### src/rtl/dot_scan_pkg.sv
package dot_scan_pkg;
  // position of the scan inside one row slot
  typedef enum logic [1:0] {
    PH_DARK   = 2'd0,  // fetch + interdigit gap
    PH_BRIGHT = 2'd1,  // full-duty window
    PH_DIM    = 2'd2   // second half, marker dots off
  } slot_phase_e;
endpackage

### src/rtl/scan_timer.sv
module scan_timer
  import dot_scan_pkg::*;
#(
  parameter int SLOT_CLKS = 128,
  parameter int ROWS      = 7,
  parameter int GAP       = 5,
  parameter int HALF      = 64,
  localparam int CNT_W    = $clog2(SLOT_CLKS),
  localparam int ROW_W    = $clog2(ROWS)
) (
  input  logic             clk_i,
  input  logic             rst_ni,
  output logic [CNT_W-1:0] slot_cnt_o,
  output logic [ROW_W-1:0] row_idx_o,
  output slot_phase_e      phase_o
);

  logic [CNT_W-1:0] cnt_q;
  logic [ROW_W-1:0] row_q;

  always_ff @(posedge clk_i or negedge rst_ni) begin
    if (!rst_ni) begin
      cnt_q <= '0;
      row_q <= '0;
    end else if (cnt_q == CNT_W'(SLOT_CLKS - 1)) begin
      cnt_q <= '0;
      row_q <= (row_q == ROW_W'(ROWS - 1)) ? '0 : row_q + 1'b1;
    end else begin
      cnt_q <= cnt_q + 1'b1;
    end
  end

  always_comb begin
    if (cnt_q < CNT_W'(GAP))       phase_o = PH_DARK;
    else if (cnt_q < CNT_W'(HALF)) phase_o = PH_BRIGHT;
    else                           phase_o = PH_DIM;
  end

  assign slot_cnt_o = cnt_q;
  assign row_idx_o  = row_q;

endmodule

### src/rtl/glyph_fetch.sv
module glyph_fetch #(
  parameter int NUM_DIGITS = 4,
  parameter int CODE_W     = 7,
  parameter int GLYPH_W    = 5,
  parameter int CNT_W      = 7,
  parameter int ROW_W      = 3
) (
  input  logic                          clk_i,
  input  logic                          rst_ni,
  input  logic [CNT_W-1:0]              slot_cnt_i,
  input  logic [ROW_W-1:0]              row_idx_i,
  input  logic [NUM_DIGITS*CODE_W-1:0]  code_i,
  input  logic [NUM_DIGITS-1:0]         cursor_i,
  input  logic                          cursor_en_i,
  input  logic [GLYPH_W-1:0]            font_bits_i,
  output logic [CODE_W-1:0]             font_code_o,
  output logic [ROW_W-1:0]              font_row_o,
  output logic [NUM_DIGITS*GLYPH_W-1:0] glyph_o,
  output logic [NUM_DIGITS-1:0]         mark_o
);

  // request digit k in slot clock k; table answers in clock k+1
  always_comb begin
    font_code_o = code_i[CODE_W-1:0];
    for (int d = 1; d < NUM_DIGITS; d++) begin
      if (slot_cnt_i == CNT_W'(d)) font_code_o = code_i[d*CODE_W +: CODE_W];
    end
  end

  assign font_row_o = row_idx_i;

  for (genvar d = 0; d < NUM_DIGITS; d++) begin : g_dig
    logic [GLYPH_W-1:0] glyph_q;
    logic               mark_q;

    always_ff @(posedge clk_i or negedge rst_ni) begin
      if (!rst_ni) begin
        glyph_q <= '0;
        mark_q  <= 1'b0;
      end else if (slot_cnt_i == CNT_W'(d + 1)) begin
        glyph_q <= font_bits_i;
        mark_q  <= cursor_en_i & cursor_i[d];
      end
    end

    assign glyph_o[d*GLYPH_W +: GLYPH_W] = glyph_q;
    assign mark_o[d]                     = mark_q;
  end

endmodule

### src/rtl/col_drive.sv
module col_drive
  import dot_scan_pkg::*;
#(
  parameter int NUM_DIGITS = 4,
  parameter int GLYPH_W    = 5,
  parameter int ROWS       = 7,
  localparam int ROW_W     = $clog2(ROWS)
) (
  input  slot_phase_e                   phase_i,
  input  logic [ROW_W-1:0]              row_idx_i,
  input  logic [NUM_DIGITS*GLYPH_W-1:0] glyph_i,
  input  logic [NUM_DIGITS-1:0]         mark_i,
  input  logic                          blank_ni,
  output logic [ROWS-1:0]               row_o,
  output logic [NUM_DIGITS*GLYPH_W-1:0] col_o
);

  for (genvar r = 0; r < ROWS; r++) begin : g_row
    assign row_o[r] = blank_ni && (row_idx_i == ROW_W'(r));
  end

  for (genvar d = 0; d < NUM_DIGITS; d++) begin : g_col
    logic [GLYPH_W-1:0] lit;
    always_comb begin
      if (!blank_ni || phase_i == PH_DARK) lit = '0;
      else if (mark_i[d])                  lit = (phase_i == PH_BRIGHT) ? '1 : '0;
      else                                 lit = glyph_i[d*GLYPH_W +: GLYPH_W];
    end
    assign col_o[d*GLYPH_W +: GLYPH_W] = lit;
  end

endmodule

### src/rtl/dot_scan_ctrl.sv
module dot_scan_ctrl
  import dot_scan_pkg::*;
#(
  parameter int NUM_DIGITS = 4,
  parameter int CODE_W     = 7,
  parameter int GLYPH_W    = 5,
  parameter int ROWS       = 7,
  parameter int SLOT_CLKS  = 128,
  localparam int ROW_W     = $clog2(ROWS),
  localparam int CNT_W     = $clog2(SLOT_CLKS),
  localparam int COLS      = NUM_DIGITS * GLYPH_W,
  localparam int GAP       = NUM_DIGITS + 1,
  localparam int HALF      = SLOT_CLKS / 2
) (
  input  logic                         clk_i,
  input  logic                         rst_ni,
  input  logic [NUM_DIGITS*CODE_W-1:0] code_i,
  input  logic [NUM_DIGITS-1:0]        cursor_i,
  input  logic                         cursor_en_i,
  input  logic                         blank_ni,
  output logic [CODE_W-1:0]            font_code_o,
  output logic [ROW_W-1:0]             font_row_o,
  input  logic [GLYPH_W-1:0]           font_bits_i,
  output logic [ROWS-1:0]              row_o,
  output logic [COLS-1:0]              col_o
);

  logic [CNT_W-1:0] slot_cnt;
  logic [ROW_W-1:0] row_idx;
  slot_phase_e      phase;
  logic [COLS-1:0]  glyph;
  logic [NUM_DIGITS-1:0] mark;

  scan_timer #(
    .SLOT_CLKS(SLOT_CLKS), .ROWS(ROWS), .GAP(GAP), .HALF(HALF)
  ) i_timer (
    .clk_i, .rst_ni,
    .slot_cnt_o(slot_cnt), .row_idx_o(row_idx), .phase_o(phase)
  );

  glyph_fetch #(
    .NUM_DIGITS(NUM_DIGITS), .CODE_W(CODE_W), .GLYPH_W(GLYPH_W),
    .CNT_W(CNT_W), .ROW_W(ROW_W)
  ) i_fetch (
    .clk_i, .rst_ni,
    .slot_cnt_i(slot_cnt), .row_idx_i(row_idx),
    .code_i, .cursor_i, .cursor_en_i, .font_bits_i,
    .font_code_o, .font_row_o,
    .glyph_o(glyph), .mark_o(mark)
  );

  col_drive #(
    .NUM_DIGITS(NUM_DIGITS), .GLYPH_W(GLYPH_W), .ROWS(ROWS)
  ) i_drive (
    .phase_i(phase), .row_idx_i(row_idx),
    .glyph_i(glyph), .mark_i(mark), .blank_ni,
    .row_o, .col_o
  );

endmodule

### config.mk
export PLATFORM = sky130hd
export DESIGN_NAME = dot_scan_ctrl
export DESIGN_NICKNAME = d
export VERILOG_FILES = /design/src/rtl/dot_scan_pkg.sv /design/src/rtl/scan_timer.sv /design/src/rtl/glyph_fetch.sv /design/src/rtl/col_drive.sv /design/src/rtl/dot_scan_ctrl.sv
export SDC_FILE = /design/constraint.sdc
export NUM_CORES = 1
export LEC_CHECK = 0
export BUFFER_PORTS_ARGS = -buffer_cell sky130_fd_sc_hd__buf_2
export CORE_MARGIN = 5
export CORE_UTILIZATION = 54
export CTS_CLUSTER_SIZE = 40
export DETAILED_ROUTE_END_ITERATION = 16
export GPL_ROUTABILITY_DRIVEN = 0
export PLACE_DENSITY = 0.93
export SETUP_SLACK_MARGIN = 0.4
export SYNTH_ARGS = -nofsm -noshare
export SYNTH_HDL_FRONTEND = slang
export SYNTH_SLANG_ARGS = --single-unit
### constraint.sdc
create_clock -name clk_i -period 2.9 [get_ports clk_i]
set_input_delay 0.29 -clock clk_i [delete_from_list [all_inputs] [get_ports clk_i]]
set_output_delay 0.29 -clock clk_i [all_outputs]
set_load 0.01 [all_outputs]
# Word-level counts from Yosys, hierarchy flattened
# Index checks and enable logic that the tools add are counted.
# totals
register_bits	34
in_bits	41
out_inout_bits	37
elab_cells	57
# classes
addsub	2
order_cmp	2
eq_ne	12
n_mux	16
bitwise_logic	4
n_reduce_logical	11
# op_table
operator	n
5-bit 2-to-1 mux	9
7-bit 2-to-1 mux	4
7-bit by 2-bit == test with 1-bit output (second input constant)	2
3-bit == test (second input constant)	3
7-bit by 1-bit adder with 7-bit output (second input constant)	1
7-bit by 1-bit == test with 1-bit output (second input constant)	1
7-bit by 3-bit == test with 1-bit output (second input constant)	1
7-bit == test (second input constant)	1
1-bit logical AND	7
7-bit by 3-bit less-than comparator with 1-bit output (second input constant)	1
7-bit less-than comparator (second input constant)	1
3-bit by 2-bit == test with 1-bit output (second input constant)	2
1-bit AND	4
2-bit 2-to-1 mux	2
3-bit by 1-bit adder with 3-bit output (second input constant)	1
3-bit by 1-bit == test with 1-bit output (second input constant)	1
3-bit logical NOT	1
3-bit 2-to-1 mux	1
2-bit by 1-bit == test with 1-bit output (second input constant)	1
2-bit logical NOT	1
1-bit logical NOT	1
1-bit logical OR	1

# Logic depth before layout (Yosys ltp)
# Gate-level depths: netlist of run 1.
# depth
depth_word	7
ltp_mapped	6

# By module
# Synthesis of run 1 repeated with hierarchy kept, for this count alone.
# hier_totals
hier_cells	216
area_unflattened_um2	2258.4
# modules_own_cells
module	n_inst	cells_each	area_per_inst_um2	seq_area_each_um2
glyph_fetch	1	115	1366.3	600.6
scan_timer	1	42	470.5	250.2
col_drive	1	59	421.7	0.0

# Least setup slack after synthesis of run 1
# No wires, ideal clock.
# synth_path
kind	register to output
from	register i_timer.cnt_q[0], in the netlist i_timer.slot_cnt_o[0]
to	output port font_code_o[0]
arrival_ns	1.707
setup_slack_ns	0.903
path_stages_with_launch	7
path_buffers	1
path_cell_list	dfrtp_1 -> inv_1 -> ha_1 -> clkbuf_1 -> or3b_2 -> a311oi_1 -> a21oi_1
# synth_via
elab_chain_len	4
elab_cells_between_ends	6
# synth_lines
element	line	source
from (decl)	scan_timer.sv:18	logic [CNT_W-1:0] cnt_q;
from (signal assigned)	scan_timer.sv:29	cnt_q <= cnt_q + 1'b1;
7-bit by 1-bit == test with 1-bit output	glyph_fetch.sv:26	if (slot_cnt_i == CNT_W'(d)) font_code_o = code_i[d*CODE_W +: CODE_W];
7-bit 2-to-1 mux (2 in series)	glyph_fetch.sv:26	
7-bit 2-to-1 mux (*)	glyph_fetch.sv:26	
to (decl)	dot_scan_ctrl.sv:21	output logic [CODE_W-1:0] font_code_o,
# Every way passes the cells marked *; elsewhere a longest branch is shown, timed or not.

# Worst setup path after layout of run 1
# layout_path
from	register i_timer.cnt_q[1], in the netlist i_timer.slot_cnt_o[1]
to	output port font_code_o[1]
# Same word-level chain as after synthesis.

==> out/results.tsv, run 1 <==
metric	value	unit
status	completed	
clk_skew	0.00282	ns
maximum VDD drop	0.181	mV
post-synthesis sequential area ratio	0.394	
drc violations	0	
fmax	0.417	GHz
ranking of synthesized cells by area	dfrtp_1 (39%), a21oi_1 (7.0%), mux2_2 (6.3%)	
grt total ovfl	0	
Post-synth top cells	dfrtp_1 (34), nand2_1 (33), a21oi_1 (30), nand2b_1 (14), mux2_2 (12)	
Int Power	0.000748	W
part of the power in combinational logic	0.142	
Fin Setup TNS	0	ns
Reg clk slew, reported paths	0.07	ns
CP endpoint kind	primary output	
site row count	23	
critical path type	reg -> out	
Clock Path Buffers	2	
synthesis-to-layout area growth	25.3	%
Max-Cap Viols	0	
Yosys reg bits	34	
total core area	3940	um^2
Total Die Area	5360	um^2
routed length per instance	16.1	um
sw frac	0.257	
CTS tree	built	
Final Power	0.00101	W
Final setup violation count	0	
post-route cell area	2710	um^2
Post-Syn Area	2160	um^2
Max-slew headroom	0.499	
dpl cell area	2540	um^2
# fillers	305	
CTS root buf	clkbuf_8	
Synth top area share	0.394	
Reg power frac	0.498	
TritonCTS Buffers	5	
clock share of power	0.360	
LEAKAGE	1.24	nW
type of origin of the critical path	register	
Avg Inst Size Synth	9.64	um^2
Worst-Margin Slew	0.751	ns
Cell variety after synth	41	
Clock Latency Late Sink	0.29	ns
IO buf count	77	
ant diodes	0	
worst endpoint required time	2.61	ns
die height	73.2	um
Final Hold Vio Count	0	
Yosys top cell by area	dfrtp_1	
fin crit share	0.826	
Vias	2002	
CTS H-tree depth	2	
syn nets	270	
initial DRC count	150	
share of cells above drive strength 1	0.401	
predominant post-synthesis flop cell	dfrtp_1	
# IOs	78	
routed vias/inst	5.66	
most frequent cell after synthesis	dfrtp_1	
Nets	349	
drt first pass iters	4	
RSZ-0062 raised after global routing	no	
Detailed Route WL	5.69	mm
P_sw	0.000259	W
Slew Viols, Final	0	
total track usage	0.220	
starting density of the core	0.547	
first-pass GRT wire length	9.07	mm
Clock Sink Count	34	
worst hold path type	in -> async	
largest net degree at the start of global routing	35	
Tmin final	2.40	ns
initial antenna violation count	0	
number of global-route vias before repair	1949	
post-cts hold buffer count	0	
Worst Hold Margin	0.0561	ns
ANT nets after route	0	
crit path DAT	2.11	ns
EDFF count, synth	0	
CP Max Fanout	12	
cells after synthesis	224	
Power Density	372	nW/um^2
Syn. warnings	0	
HPWL after DPL	3.99	mm
FFs w/ async S/R, synth	1.00	
die width	73.2	um
-- cell usage in the layout, fill, tap and decap left out, drive strengths merged, types with 6 or more instances in the layout --
master,netlist,final
nand3,6,6
a31oi,6,6
dfrtp,34,34
a21oi,30,30
or3b,6,6
mux2,23,23
nor2,7,7
a311oi,6,6
nand2b,14,14
clkbuf,2,7
inv,9,9
buf,9,82
a211o,6,6
nand2,33,33
-- final cells by class --
class | count | area (um^2) | share of cell area
clock buffer | 7 | 86.3 | 0.0319
clock inverter | 1 | 5.00 | 0.00185
inverter | 9 | 33.8 | 0.0125
multi-input combinational | 171 | 1240 | 0.459
sequential | 34 | 852 | 0.315
tap | 50 | 62.6 | 0.0231
timing repair buffer | 82 | 423 | 0.156
-- through the flow --
step / util / setup WS [ns] / instances
CTS: 0.669 / 0.405 / 349
global route: 0.686 / 0.414 / 354
global placement: 0.644 / 0.643 / 341
detailed placement: 0.644 / 0.561 / 341
floorplan: - / 0.903 / 224
finish: 0.686 / 0.504 / 354
-- cells by family after synthesis --
logic type                 after synthesis  share of synthesized area
AOI/OAI and AO/OA                       59                      0.176
xor gates and xnor gates                 4                     0.0162
adders and majority gates                5                     0.0290
buffers and inverters                   20                     0.0499
DFF                                     34                      0.394
muxes                                   26                      0.134
and+or+nand+nor                         76                      0.201
-- metal layers --
layer,vias to the layer above,global-route usage,routed length [um]
met5,-,0,0
met4,0,0.0758,85
met3,10,0.0606,490
met2,107,0.373,2790
met1,919,0.267,2320
li1,966,-,-
-- state kept, by name (all words and copies together) (netlist names) --
register and flops:
i_timer.row_idx_o 3, i_timer.slot_cnt_o 7, i_fetch.g_dig.mark_q 4, i_fetch.g_dig.glyph_q 20
-- critical path: stages, from the launching register on --
cell	delay [ns]
dfrtp_1	0.46
inv_1	0.15
ha_4	0.22
or3b_2	0.45
a311oi_1	0.29
a21oi_1	0.10
buf_2	0.14
-- worst paths after layout --
kind / from / cells past startpoint / to / slack, ns
worst max register to register: i_timer.slot_cnt_o[0] / 5 / i_timer.row_idx_o[0] / 0.85
worst min register to register: i_timer.slot_cnt_o[0] / 1 / i_timer.slot_cnt_o[0] / 0.48
worst max-delay path: i_timer.slot_cnt_o[1] / 6 / font_code_o[1] / 0.50
min in group clk_i: cursor_i[2] / 3 / i_fetch.g_dig[2].mark_q / 0.23
worst min-delay path: rst_ni / 1 / i_fetch.g_dig[0].mark_q / 0.06
max in group asynchronous: rst_ni / 1 / i_timer.slot_cnt_o[0] / 2.31
-- what timing repair did --
item / CTS / global route
cloned: 0 / 1
setup buffers: 0 / 4
setup endpoints to repair: 6 / 12
pin swaps: 0 / 1
resized for setup: 3 / 4
-- power groups by stage --
stage               Combinational, W  Sequential, W  Clock (W)
CTS                         0.000142       0.000501   0.000371
detailed placement          0.000140       0.000510          0
finish                      0.000143       0.000501   0.000362
global route                0.000159       0.000503   0.000392
floorplan                  0.0000698       0.000507          0
global placement            0.000137       0.000508          0
No activity file was read; power rests on OpenSTA's default activity.
==> run 2: changes to the inputs <==
CORE_UTILIZATION = 45   (was 54)
PLACE_DENSITY = 0.83   (was 0.93)
clock period = 2 ns   (was 2.9 ns; I/O delays follow)
==> out/results.tsv, run 2 (synthesis results as in run 1) <==
metric	value	unit	change
Nets	385		was 349
Worst setup startpoint	i_timer.slot_cnt_o[1]		unchanged
Slowest Stage Delay on Critical Path	0.43	ns	was 0.46 ns
site row count	25		was 23
Clock Latency Late Sink	0.29	ns	about the same
ant diodes	0		unchanged
RSZ-0062 raised after global routing	yes		was no
cell depth of the worst setup path	7		was 6
crit path DAT	2.02	ns	was 2.11 ns
number of global-route vias before repair	2181		was 1949
fmax	0.451	GHz	
Final Hold Vio Count	34		was 0
CP Cell Sequence	inv_2, ha_4, buf_12, or3b_4, a311oi_2, a21oi_2, buf_2		was inv_1, ha_4, or3b_2, a311oi_1, a21oi_1, buf_2
fin crit share	1.11		
TritonCTS Buffers	5		unchanged
total core area	4690	um^2	was 3940 um^2
P_sw	0.000377	W	was 0.000259 W
worst hold path type	in -> async		unchanged
Tmin final	2.22	ns	
most frequent cells in the layout	buf_2 (77), nand2_1 (32), dfrtp_1 (29), a21oi_1 (28), buf_4 (26)		was buf_2 (77), nand2_1 (33), dfrtp_1 (33), a21oi_1 (30), nand2b_1 (14)
# IOs	78		unchanged
clk_skew	0.0105	ns	was 0.00282 ns
Max-Cap Viols	0		unchanged
Total Die Area	6280	um^2	was 5360 um^2
PnR worst setup slack	-0.216	ns	was 0.504 ns
Worst Hold Margin	-0.0167	ns	was 0.0561 ns
routed length per instance	17.5	um	was 16.1 um
Worst R2R End	i_fetch.g_dig[2].mark_q		was i_timer.row_idx_o[0]
Worst-Margin Slew	0.755	ns	was 0.751 ns
IO buf count	77		unchanged
initial DRC count	110		was 150
die height	79.3	um	was 73.2 um
CTS root buf	clkbuf_8		unchanged
Power Density	497	nW/um^2	was 372 nW/um^2
Reg with most FFs	i_fetch.g_dig.glyph_q		unchanged
Slew Viols, Final	0		unchanged
die width	79.3	um	was 73.2 um
HPWL after DPL	4.09	mm	was 3.99 mm
starting density of the core	0.460		was 0.547
reg2reg setup slack	0.14	ns	was 0.85 ns
Fin Setup TNS	-3.36	ns	was 0 ns
CP bufs+invs	3		was 2
R2R cell count	8		was 5
critical path type	reg -> out		unchanged
Int Power	0.00122	W	was 0.000748 W
CTS tree	built		unchanged
CP max-delay cell	dfrtp_1		unchanged
Clock Path Buffers	2		unchanged
type of origin of the critical path	register		unchanged
Reg power frac	0.455		was 0.498
total track usage	0.210		was 0.220
CP Max Fanout	4		was 12
routed vias/inst	5.62		was 5.66
synthesis-to-layout area growth	49.2	%	was 25.3%
Max-slew headroom	0.497		was 0.499
CTS H-tree depth	2		unchanged
Final setup violation count	27		was 0
drc violations	0		unchanged
maximum VDD drop	0.252	mV	was 0.181 mV
worst flop-to-flop path startpoint	i_timer.slot_cnt_o[1]		was i_timer.slot_cnt_o[0]
first-pass GRT wire length	10.3	mm	was 9.07 mm
LEAKAGE	1.54	nW	was 1.24 nW
Largest register FFs	20		unchanged
Vias	2208		was 2002
dpl ws	0.0902	ns	was 0.561 ns
part of the power in combinational logic	0.144		was 0.142
violated checks	hold timing, setup timing		
status	finished with violations		was completed
CP delay by family, top	flip-flops		unchanged
Reg clk slew, reported paths	0.07	ns	about the same
share of cells above drive strength 1	0.546		was 0.401
worst endpoint required time	1.80	ns	was 2.61 ns
Detailed Route WL	6.86	mm	was 5.69 mm
drt first pass iters	4		unchanged
CP Capture Point	font_code_o[1]		unchanged
grt total ovfl	0		unchanged
Util after Layout	0.686		about the same
CP endpoint kind	primary output		unchanged
sw frac	0.236		was 0.257
clock share of power	0.401		was 0.360
Clock Sink Count	34		unchanged
initial antenna violation count	0		unchanged
most common cell after layout, fill and taps aside	buf_2		unchanged
ANT nets after route	0		unchanged
largest net degree at the start of global routing	35		unchanged
==> run 2: power groups by stage <==
stage          registers (W)  logic [W]  clock network [W]
2_1_floorplan       0.000735   0.000105                  0
3_3_place_gp        0.000737   0.000211                  0
3_5_place_dp        0.000739   0.000215                  0
4_1_cts             0.000726   0.000218           0.000649
5_1_grt             0.000730   0.000254           0.000675
6_report            0.000728   0.000231           0.000642
==> run 2: per-layer routing <==
metal  global-route usage  up-vias  part of all wire
li1                     -     1029                 -
met1                0.253     1056              0.41
met2                0.348      111              0.49
met3               0.0601       12             0.082
met4               0.0893        0             0.019
met5                    0        -                 0
==> run 2: how the worst min path moves through the flow <==
stage,slack (ns),end,from,depth (start not counted)
after global routing,0.05,i_timer.slot_cnt_o[5],rst_ni,1
after detailed placement,0.32,i_timer.row_idx_o[1],rst_ni,1
final,-0.02,i_fetch.g_dig[3].glyph_q[0],rst_ni,1
after global placement,0.31,i_timer.row_idx_o[1],rst_ni,1
after CTS,0.008,i_timer.row_idx_o[0],rst_ni,1
after floorplan,-0.1,i_fetch.g_dig[0].glyph_q[0],rst_ni,0
==> run 2: final cells by class <==
type / instances / area [um^2]
clock buffer: 6 / 82.6
clock inverter: 1 / 30.0
multi-input combinational: 171 / 1380
tap: 54 / 67.6
fill: 357 / 1470
sequential: 34 / 857
timing repair buffer: 118 / 767
inverter: 9 / 37.5
==> run 2: timing repair <==
action / in CTS / in global routing
resized for setup: 23 / 34
hold buffers: 0 / 0
buffers inserted: 15 / 15
endpoints found under the setup margin: 49 / 58
pin swaps: 17 / 10
cloned: 1 / 0
==> run 2: stage by stage <==
stage | total power (W) | hold slack (ns) | cell area (um^2) | std cells
final | 0.00160 | -0.0167 | 3220 | 393
after global routing | 0.00166 | 0.0484 | 3220 | 393
after CTS | 0.00159 | 0.00839 | 3000 | 378
after detailed placement | 0.000954 | 0.316 | 2660 | 355
after global placement | 0.000948 | 0.310 | 2660 | 355
after floorplan | 0.000840 | -0.0956 | 2200 | 224
==> run 2: worst register-to-register path, cell delays in order, from the launching register on <==
cell and delay (ns):
dfrtp_1 0.42, buf_4 0.16, ha_1 0.17, buf_6 0.15, clkinvlp_4 0.23, buf_6 0.18, buf_4 0.12, o31ai_2 0.22
o21ai_1 0.09
